--- config.mk ---
export PLATFORM = sky130hd
export DESIGN_NAME = srw_unit
export DESIGN_NICKNAME = d
export VERILOG_FILES = /design/src/rtl/srw_pkg.sv /design/src/rtl/srw_rotator.sv /design/src/rtl/srw_mask_gen.sv /design/src/rtl/srw_cond_gen.sv /design/src/rtl/srw_unit.sv
export SDC_FILE = /design/constraint.sdc
export NUM_CORES = 1
export LEC_CHECK = 0
export ABC_AREA = 1
export BUFFER_PORTS_ARGS = -buffer_cell sky130_fd_sc_hd__buf_2
export CAP_MARGIN = 20
export CELL_PAD_IN_SITES_DETAIL_PLACEMENT = 0
export CELL_PAD_IN_SITES_GLOBAL_PLACEMENT = 1
export CORE_MARGIN = 2
export CORE_UTILIZATION = 36
export DETAILED_ROUTE_END_ITERATION = 10
export PLACE_DENSITY = 0.95
export SLEW_MARGIN = 20
export SYNTH_ARGS = -nofsm -noshare
export SYNTH_HDL_FRONTEND = slang
export SYNTH_SLANG_ARGS = --single-unit
--- constraint.sdc ---
create_clock -name vclk -period 6.11
set_input_delay 0.9165 -clock vclk [all_inputs]
set_output_delay 0.9165 -clock vclk [all_outputs]
set_load 0.05 [all_outputs]
--- src/rtl/srw_pkg.sv ---
package srw_pkg;

  // Condition field layout, most significant first.
  typedef struct packed {
    logic lt;
    logic gt;
    logic eq;
    logic so;
  } cr_t;

  localparam int CR_W = $bits(cr_t);

  // Signed compare of a word against zero, with the overflow copy attached.
  function automatic cr_t sign_flags(input logic neg, input logic zero, input logic so);
    cr_t f;
    f.lt = neg;
    f.eq = zero;
    f.gt = !neg && !zero;
    f.so = so;
    return f;
  endfunction

endpackage

--- src/rtl/srw_rotator.sv ---
module srw_rotator #(
  parameter int DATA_W = 32,
  localparam int SH_W = $clog2(DATA_W)
) (
  input  logic [DATA_W-1:0] din,
  input  logic [SH_W-1:0]   rot_left,
  output logic [DATA_W-1:0] dout
);

  logic [DATA_W-1:0] stage [SH_W+1];

  assign stage[0] = din;

  for (genvar k = 0; k < SH_W; k++) begin : g_stage
    localparam int D = 1 << k;
    assign stage[k+1] = rot_left[k]
      ? {stage[k][DATA_W-D-1:0], stage[k][DATA_W-1:DATA_W-D]}
      : stage[k];
  end

  assign dout = stage[SH_W];

  // A rotation neither creates nor destroys set bits.
  always_comb begin
    AST_ROT_POPCOUNT: assert ($countones(dout) == $countones(din));
  end

endmodule

--- src/rtl/srw_mask_gen.sv ---
module srw_mask_gen #(
  parameter int DATA_W = 32,
  localparam int AMT_W = $clog2(DATA_W) + 1
) (
  input  logic [AMT_W-1:0]  amt,
  output logic [DATA_W-1:0] mask
);

  logic              over;
  logic [AMT_W-1:0]  keep_cnt;

  // Top bit of the amount means the whole word is shifted out.
  assign over     = amt[AMT_W-1];
  assign keep_cnt = AMT_W'(DATA_W) - {1'b0, amt[AMT_W-2:0]};

  for (genvar i = 0; i < DATA_W; i++) begin : g_bit
    assign mask[i] = !over && (AMT_W'(i) < keep_cnt);
  end

  // The mask is always a run of ones from bit 0 upward.
  always_comb begin
    AST_MASK_CONTIG: assert ((mask & (mask + 1'b1)) == '0);
    if (over) AST_MASK_EMPTY: assert (mask == '0);
  end

endmodule

--- src/rtl/srw_cond_gen.sv ---
module srw_cond_gen
  import srw_pkg::*;
#(
  parameter int DATA_W = 32
) (
  input  logic [DATA_W-1:0] word,
  input  logic              rec_en,
  input  logic              so_in,
  output logic [CR_W-1:0]   field,
  output logic              we
);

  cr_t flags;
  logic is_neg, is_zero;

  assign is_neg  = word[DATA_W-1];
  assign is_zero = (word == '0);
  assign flags   = sign_flags(is_neg, is_zero, so_in);
  assign field   = rec_en ? flags : '0;
  assign we      = rec_en;

  always_comb begin
    if (rec_en) AST_ONE_SIGN: assert ($onehot(field[3:1]));
  end

endmodule

--- src/rtl/srw_unit.sv ---
module srw_unit
  import srw_pkg::*;
#(
  parameter int DATA_W = 32,
  localparam int AMT_W = $clog2(DATA_W) + 1,
  localparam int SH_W  = $clog2(DATA_W)
) (
  input  logic [DATA_W-1:0] src_word,
  input  logic [DATA_W-1:0] amt_word,
  input  logic              rec_en,
  input  logic              so_in,
  output logic [DATA_W-1:0] res_word,
  output logic [CR_W-1:0]   cr_field,
  output logic              cr_we
);

  // Named internal events for the checks below.
  logic [AMT_W-1:0]  amt_n;
  logic [SH_W-1:0]   rot_amt;
  logic [DATA_W-1:0] rotated;
  logic [DATA_W-1:0] keep_mask;
  logic              amt_over;
  logic              amt_zero;

  assign amt_n    = amt_word[AMT_W-1:0];
  assign amt_over = amt_n[AMT_W-1];
  assign amt_zero = (amt_n == '0);
  // Left rotation by width minus N, taken modulo the width.
  assign rot_amt  = SH_W'(0) - amt_n[SH_W-1:0];

  srw_rotator #(.DATA_W(DATA_W)) u_rot (
    .din      (src_word),
    .rot_left (rot_amt),
    .dout     (rotated)
  );

  srw_mask_gen #(.DATA_W(DATA_W)) u_mask (
    .amt  (amt_n),
    .mask (keep_mask)
  );

  assign res_word = rotated & keep_mask;

  srw_cond_gen #(.DATA_W(DATA_W)) u_cond (
    .word   (res_word),
    .rec_en (rec_en),
    .so_in  (so_in),
    .field  (cr_field),
    .we     (cr_we)
  );

  always_comb begin
    if (amt_over) AST_WIDE_CLEARS: assert (res_word == '0);
    if (amt_zero) AST_ZERO_PASS: assert (res_word == src_word);
    if (!amt_zero && !amt_over) AST_TOP_ZERO: assert (!res_word[DATA_W-1]);
    if (!rec_en) AST_QUIET: assert (!cr_we && cr_field == '0);
    if (rec_en) AST_SO_COPY: assert (cr_we && cr_field[0] == so_in);
  end

endmodule

==> results of run 1 <==
[cells in the mapped netlist, drive strengths merged]
master | number | area [µm²]
inv | 55 | 214
nand4 | 2 | 12.5
o21ai | 7 | 35.0
nand2 | 221 | 905
ha | 2 | 25.0
nand3 | 234 | 1320
a21oi | 5 | 25.0
nand3b | 2 | 15.0
clkbuf | 3 | 11.3
buf | 30 | 230
nor2 | 36 | 168
[final cells by class]
| class | instances | area share |
|---|---|---|
| multi-input combinational | 509 | 0.771 |
| inverter | 55 | 0.0658 |
| timing repair buffer | 79 | 0.123 |
| tap | 105 | 0.0404 |
[how the worst max path moves through the flow]
stage / to / cells past startpoint / start / slack (ns)
finish: cr_field[2] / 19 / amt_word[0] / 0.98
global route: cr_field[2] / 19 / amt_word[0] / 0.74
CTS: cr_field[2] / 19 / amt_word[0] / 1.11
detailed placement: cr_field[2] / 19 / amt_word[0] / 1.12
global placement: cr_field[1] / 19 / amt_word[0] / 1.18
floorplan: cr_field[2] / 19 / amt_word[0] / 1.71
[stage by stage]
stage / power (W) / instances / cell area (µm²)
3_3_place_gp: 0.000452 / 748 / 3250
3_5_place_dp: 0.000457 / 748 / 3250
6_report: 0.000468 / 748 / 3250
2_1_floorplan: 0.000363 / 597 / 2960
5_1_grt: 0.000513 / 748 / 3250
4_1_cts: 0.000459 / 748 / 3250
[report_power, final]
part | internal (W) | switching [W]
sequential | 0 | 0
combinational | 0.000124 | 0.000344
clock | 0 | 0
total | 0.000124 | 0.000344
[logic make-up after synthesis]
logic type                 count (synthesis)  share of synthesized area
AOI/OAI and AO/OA                         12                     0.0203
and+or+nand+nor                          495                      0.817
adders and majority gates                  2                    0.00845
buffers and inverters                     88                      0.154
[routing by layer]
metal / global-route usage / wire, µm
met5: 0 / 0
met4: 0.0978 / 547
met3: 0.0319 / 877
met2: 0.424 / 5100
met1: 0.323 / 4670
[worst max-delay path, delay by kind of cell]
| kind | cells | cell delay, ns |
|---|---|---|
| fa+ha+maj | 1 | 0.36 |
| compound gates | 1 | 0.14 |
| simple gates | 11 | 1.41 |
| buf+inv | 6 | 1.34 |
==> summary.md, run 1 <==
| Metric | Value |
|---|---|
| Status | finished, final reports clean |
| P per Cell Area | 144 nW/µm² |
| Largest net degree at the start of global routing | 37 |
| Nets | 713 |
| Total leakage power | 2.01 nW |
| DIE WIDTH | 94.7 µm |
| # fillers | 953 |
| Cell area after synthesis | 2960 µm² |
| Remaining DRCs | 0 |
| Worst setup slack after layout | 0.984 ns |
| Drt first-iter violations | 477 |
| Gr usage total | 0.251 |
| DRT Wirelength | 11200 µm |
| Critical path's most frequent cell | nand2_1 |
| Starting Density | 0.366 |
| Worst Hold Launch | rec_en |
| Max Slew Vio Count | 0 |
| I/O Pins | 103 |
| # clk buffers | 0 |
| Synth unique cells | 23 |
| Die ar. | 8970 µm² |
| Post-CTS setup buffer count | 0 |
| Critical-path maximum fanout | 36 |
| Routed vias | 4218 |
| Critical path arrival | 4.21 ns |
| First-pass GRT wire length | 18000 µm |
| Register area share after synthesis | 0 |
| CP endpoint kind | output pin |
| 1st-pass router iterations | 6 |
| Final worst-path cycle share | 0.839 |
| Fin Setup TNS | 0 ns |
| Area of the core | 8090 µm² |
| Hold depth | 2 |
| Crit Path Category | input pin to output pin |
| Slowest cell on crit path | buf_2 |
| Seq_cells | 0 |
| WP data required | 5.19 ns |
| DP Worst Slack | 1.12 ns |
| Slew @ Worst Pin | 0.669 ns |
| Hold endpoint | cr_we |
| Final weighted congestion in routability-driven placement | 1.00 |
| Tmin final | 5.13 ns |
| Number of hold violations in the final report | 0 |
| Routed Antenna Nets | 0 |
| Register area | 0 µm² |
| Ant. Diodes | 0 |
| Mapped Cells | 597 |
| Fmax | 0.195 GHz |
| Final hold slack | 2.16 ns |
| Post-DP HPWL | 8840 µm |
| Core Rows | 33 |
| Final core utilization | 0.402 |
| Hold crit path type | input pin to output pin |
| Avg WL per Cell | 15.0 µm |
| Vias per cell | 5.64 |
| Max incr delay on CP | 0.46 ns |
| Area of the multi-input gates | 2510 µm² |
| GRT overflow | 0 |
| Die Span Y | 94.7 µm |
| Layout cells sized above 1 | 0.219 |
| Area growth syn-to-layout | 9.80% |
| Unrepaired setup endpoints after global routing | no |
| Crit-path cells | buf_2 > inv_2 > ha_1 > inv_2 > nand2_2 > nand2_4 > inv_8 > nor2_2 > inv_1 > nand2_1 > nand2_2 > nor2_1 > nand3_1 > nand2_1 > nor2_1 > nand2_1 > nor2_2 > a21oi_1 > buf_2 |
| Post_cts resized | 0 |
| Syn Nets | 665 |
| Slew headroom | 0.552 |
| Final setup fails | 0 |
| Nature of the critical path startpoint | input pin |
| Commonest non-fill, non-tap cell in the layout | nand3_1 |
| Max-Cap Viols | 0 |
| Peak supply drop | 0.0753 mV |
| Number of global-route vias before repair | 3737 |
| CTS Hold Bufs | 0 |
| Port bufs | 77 |
| Mapped Avg Cell Area | 4.96 µm² |
| Initial antenna violation count | 0 |
| Yosys warnings | 0 |
| Most frequent cells in the layout | 204 x nand3_1, 203 x nand2_1, 77 x buf_2, 48 x inv_1, 30 x nand3_2 |
(Power assumes the default switching activity.)
==> inputs of run 2 (changes only) <==
- ABC_AREA: 1 -> 0
- CORE_UTILIZATION: 36 -> 38
- clock period: 6.11 -> 5.4 ns (I/O delays scaled with it)
==> summary.md, run 2 <==
| Metric | Value |
|---|---|
| Status | finished, final reports clean |
| Largest net degree at the start of global routing | 32 |
| Slowest cell on crit path | or4b_4 |
| Cell area after synthesis | 2980 µm² |
| Gr usage total | 0.287 |
| Final Power | 0.000676 W |
| Mux cell area share after synthesis | 0.380 |
| Most frequent cells in the layout | 76 x buf_2, 58 x mux2i_1, 58 x buf_4, 33 x mux2_2, 33 x nor2_1 |
| Synth cell count leaders | 61 x mux2i_1, 35 x nor2_1, 33 x mux2_2 |
| 1st-pass router iterations | 7 |
| Unrepaired setup endpoints after global routing | no |
| Area growth syn-to-layout | 37.3% |
| Tmin final | 5.22 ns |
| Routed vias | 4071 |
| Max incr delay on CP | 0.53 ns |
| Fin area | 4090 µm² |
| Initial antenna violation count | 0 |
| DRT Wirelength | 12700 µm |
| Main combinational cell family by area after synthesis | multiplexers |
| Mapped Cells | 407 |
| Top cells by area, synth | mux2i_1 20%, mux2_2 12%, o22ai_1 5.0% |
| P per Cell Area | 165 nW/µm² |
| Max-Cap Viols | 0 |
| Port bufs | 77 |
| Syn Nets | 475 |
| Number of hold violations in the final report | 0 |
| Core Rows | 32 |
| Layout cells sized above 1 | 0.444 |
| Nature of the critical path startpoint | input pin |
| GRT overflow | 0 |
| Starting Density | 0.390 |
| First-pass GRT wire length | 20000 µm |
| Max Slew Vio Count | 0 |
| Die ar. | 8560 µm² |
| Final setup fails | 0 |
| # fillers | 721 |
| Ant. Diodes | 0 |
| Final hold slack | 1.95 ns |
| Vias per cell | 6.71 |
| Area of the core | 7650 µm² |
| DIE WIDTH | 92.5 µm |
| Synth top area share | 0.205 |
| Hold crit path type | input pin to output pin |
| Seq_cells | 0 |
| I/O Pins | 103 |
| Routed Antenna Nets | 0 |
| Top-count cell post-synth | mux2i_1 |
| Post-synth top area cell | mux2i_1 |
| Register area | 0 µm² |
| Post-CTS setup buffer count | 0 |
| Critical path's most frequent cell | mux2i_1 |
| Crit Path Category | input pin to output pin |
| Critical path arrival | 4.41 ns |
| Die Span Y | 92.5 µm |
| Post-DP Area | 4060 µm² |
| Slew headroom | 0.481 |
| Post-DP HPWL | 10300 µm |
| Area of the multi-input gates | 3070 µm² |
| Register area share after synthesis | 0 |
| Yosys warnings | 0 |
| Fmax | 0.192 GHz |
| CP endpoint kind | output pin |
| Avg WL per Cell | 21.0 µm |
| Compound-Gate Fraction of Synth Area | 0.280 |
| Commonest non-fill, non-tap cell in the layout | buf_2 |
| Cell family with most CP delay | simple AND/OR/NAND/NOR gates |
| WP data required | 4.59 ns |
| Total leakage power | 1.74 nW |
| Remaining DRCs | 0 |
| Drt first-iter violations | 654 |
| Final worst-path cycle share | 0.966 |
| Simple-gate share of the synthesized area | 0.224 |
| CP Buf/Inv Count | 4 |
| Critical-path maximum fanout | 14 |
| Final weighted congestion in routability-driven placement | 1.14 |
| Number of global-route vias before repair | 3831 |
| CTS Hold Bufs | 0 |
| # clk buffers | 0 |
| Synthesized-area fraction occupied by adder cells | 0.00840 |
| Nets | 575 |
| Mapped Avg Cell Area | 7.32 µm² |
| Peak supply drop | 0.0606 mV |
| Post-Synth XOR/XNOR Area | 0.0252 |
| Synth unique cells | 61 |
| Crit-path cells | buf_2 > clkinv_4 > ha_4 > buf_12 > mux2_2 > mux2i_1 > mux2i_1 > o22ai_1 > nor3_4 > or4_1 > or4b_4 > nor4_4 > and2_4 > clkbuf_4 |
| Slew @ Worst Pin | 0.768 ns |
==> run 2: timing repair <==
item / CTS / global route
setup endpoints to repair: 1 / 1
pin swaps: 0 / 2
resized for setup: 1 / 5
==> run 2: through the flow <==
| step | setup WS [ns] | TNS [ns] | util | std cells |
|---|---|---|---|---|
| global placement | 0.0187 | 0 | 0.531 | 607 |
| floorplan | 0.00136 | 0 | - | 407 |
| CTS | 0.0825 | 0 | 0.532 | 607 |
| global route | 0.0862 | 0 | 0.535 | 607 |
| finish | 0.184 | 0 | 0.535 | 607 |
| detailed placement | -0.0660 | -0.0660 | 0.531 | 607 |
==> run 2: power breakdown <==
group	total, W	internal, W	switching, W
registers	0	0	0
clock network	0	0	0
logic	0.000676	0.000261	0.000415
==> run 2: worst paths after layout <==
check,slack [ns],cells after the start,end,from
min,1.95,2,cr_we,rec_en
max,0.18,14,cr_field[1],amt_word[0]
==> run 2: layout make-up <==
type / instances / area share
well taps: 102 / 0.0312
repair buffers: 137 / 0.209
inverters: 9 / 0.00949
multi-input cells: 359 / 0.750
==> run 2: metal layers <==
metal	vias up	global-route usage	part of all wire
li1	1793	-	-
met1	1896	0.376	0.38
met2	320	0.488	0.46
met3	62	0.0228	0.11
met4	0	0.114	0.049
met5	-	0	0
==> run 2: logic make-up after synthesis <==
family	count (synthesis)
simple gates	129
compound gates	121
mux	101
buf+inv	48
xor+xnor	6
fa+ha+maj	2
==> inputs of run 3 (changes only) <==
- REMOVE_ABC_BUFFERS: not set -> 1
==> summary.md, run 3 (synthesis gave the netlist of run 2 again) <==
| Metric | Value |
|---|---|
| Tmin final | 5.21 ns |
| Placed cells | 573 |
| DIE WIDTH | 92.5 µm |
| Clk pwr share | 0 |
| Slew @ Worst Pin | 0.752 ns |
| Critical path's most frequent cell | buf_2 |
| WP data required | 4.59 ns |
| P per Cell Area | 161 nW/µm² |
| Crit-path cells | buf_2 > clkinv_1 > ha_4 > buf_12 > mux2_2 > mux2i_1 > mux2i_2 > o22ai_1 > nor3_1 > or4_1 > or4b_1 > nor4_2 > and2_1 > buf_2 |
| Total leakage power | 1.54 nW |
| Crit Path Category | input pin to output pin |
| Reg power frac | 0 |
| Final setup fails | 0 |
| I/O Pins | 103 |
| Largest net degree at the start of global routing | 32 |
| 1st-pass router iterations | 7 |
| Net Switching | 0.000368 W |
| First-pass GRT wire length | 18800 µm |
| DRT Wirelength | 12000 µm |
| Core Rows | 32 |
| Port bufs | 77 |
| CTS Hold Bufs | 0 |
| Post-CTS setup buffer count | 0 |
| Max Slew Vio Count | 0 |
| Die ar. | 8560 µm² |
| Starting Density | 0.390 |
| Post-DP HPWL | 9540 µm |
| Ant. Diodes | 0 |
| Most frequent cells in the layout | 77 x buf_2, 59 x mux2i_1, 35 x nor2_1, 33 x mux2_2, 27 x o21ai_0 |
| Routed vias | 3845 |
| Remaining DRCs | 0 |
| GRT overflow | 0 |
| Area of the core | 7650 µm² |
| Hold crit path type | input pin to output pin |
| Internal power | 0.000207 W |
| Finished Layout Cells | 573 |
| Max incr delay on CP | 0.52 ns |
| Gr usage total | 0.269 |
| CP endpoint kind | output pin |
| Critical-path maximum fanout | 19 |
| Area growth syn-to-layout | 19.6% |
| Unrepaired setup endpoints after global routing | no |
| Part of the power in combinational logic | 1.000 |
| Cell family with most CP delay | simple AND/OR/NAND/NOR gates |
| Layout cells sized above 1 | 0.335 |
| Commonest non-fill, non-tap cell in the layout | buf_2 |
| Avg WL per Cell | 20.9 µm |
| Seq_cells | 0 |
| Number of hold violations in the final report | 0 |
| Vias per cell | 6.71 |
| Nets | 541 |
| Max-Cap Viols | 0 |
| Drt first-iter violations | 581 |
| Routed Antenna Nets | 0 |
| Initial antenna violation count | 0 |
| Register area | 0 µm² |
| Post-DP Area | 3530 µm² |
| Fin area | 3560 µm² |
| Critical path arrival | 4.40 ns |
| Switching Share | 0.640 |
| Fin Setup TNS | 0 ns |
| Status | finished, final reports clean |
| Die Span Y | 92.5 µm |
| Slowest cell on crit path | or4b_1 |
| Slew headroom | 0.494 |
| # clk buffers | 0 |
| Nature of the critical path startpoint | input pin |
| CP Buf/Inv Count | 4 |
| Number of global-route vias before repair | 3581 |
| Fmax | 0.192 GHz |
| Final weighted congestion in routability-driven placement | 1.10 |
| Peak supply drop | 0.0661 mV |
| Final worst-path cycle share | 0.964 |
## run 3: cell types whose count changed in the layout (fill, tap and decap cells not counted), moves of 3 or more
cell,delta
o21ai_0,+3
nor3_2,-3
o21ai_1,-3
nor4_4,-3
a211oi_4,-5
a211oi_1,+7
nor3_1,+11
nor3_4,-8
buf_4,-35
## run 3: path summary, 6_finish.rpt
path | start | cells after the start | to
max | amt_word[0] | 14 | cr_field[1]
min | rec_en | 2 | cr_we
## run 3: area by class of cell
cell class	instances	area, µm²
repair buffers	103	618
multi-input cells	359	2780
fillers	786	4090
inverters	9	33.8
well taps	102	128
## run 3: timing repair
action | in CTS | in global routing
setup endpoints to repair | 0 | 2
gates resized for setup | 0 | 4
endpoints found under the hold margin | 0 | 0
## run 3: per-stage QoR
stage	setup slack, ns	hold WS (ns)	util	total power, W
after floorplan	-3.51	1.62	-	0.000378
after global placement	0.167	1.95	0.462	0.000541
after detailed placement	0.108	1.95	0.462	0.000550
after CTS	0.0972	1.95	0.462	0.000552
after global routing	0.0123	1.96	0.466	0.000604
final	0.193	1.95	0.466	0.000575
## run 3: per-layer routing
metal | part of all wire | wire length, µm | global-route usage
met1 | 0.40 | 4780 | 0.368
met4 | 0.039 | 472 | 0.0871
met5 | 0 | 0 | 0
met3 | 0.11 | 1340 | 0.0448
met2 | 0.45 | 5380 | 0.429
## run 3: power groups by stage
stage / combinational (W) / clock, W / sequential [W]
after global routing: 0.000604 / 0 / 0
final: 0.000575 / 0 / 0
after global placement: 0.000541 / 0 / 0
after CTS: 0.000552 / 0 / 0
after floorplan: 0.000378 / 0 / 0
after detailed placement: 0.000550 / 0 / 0
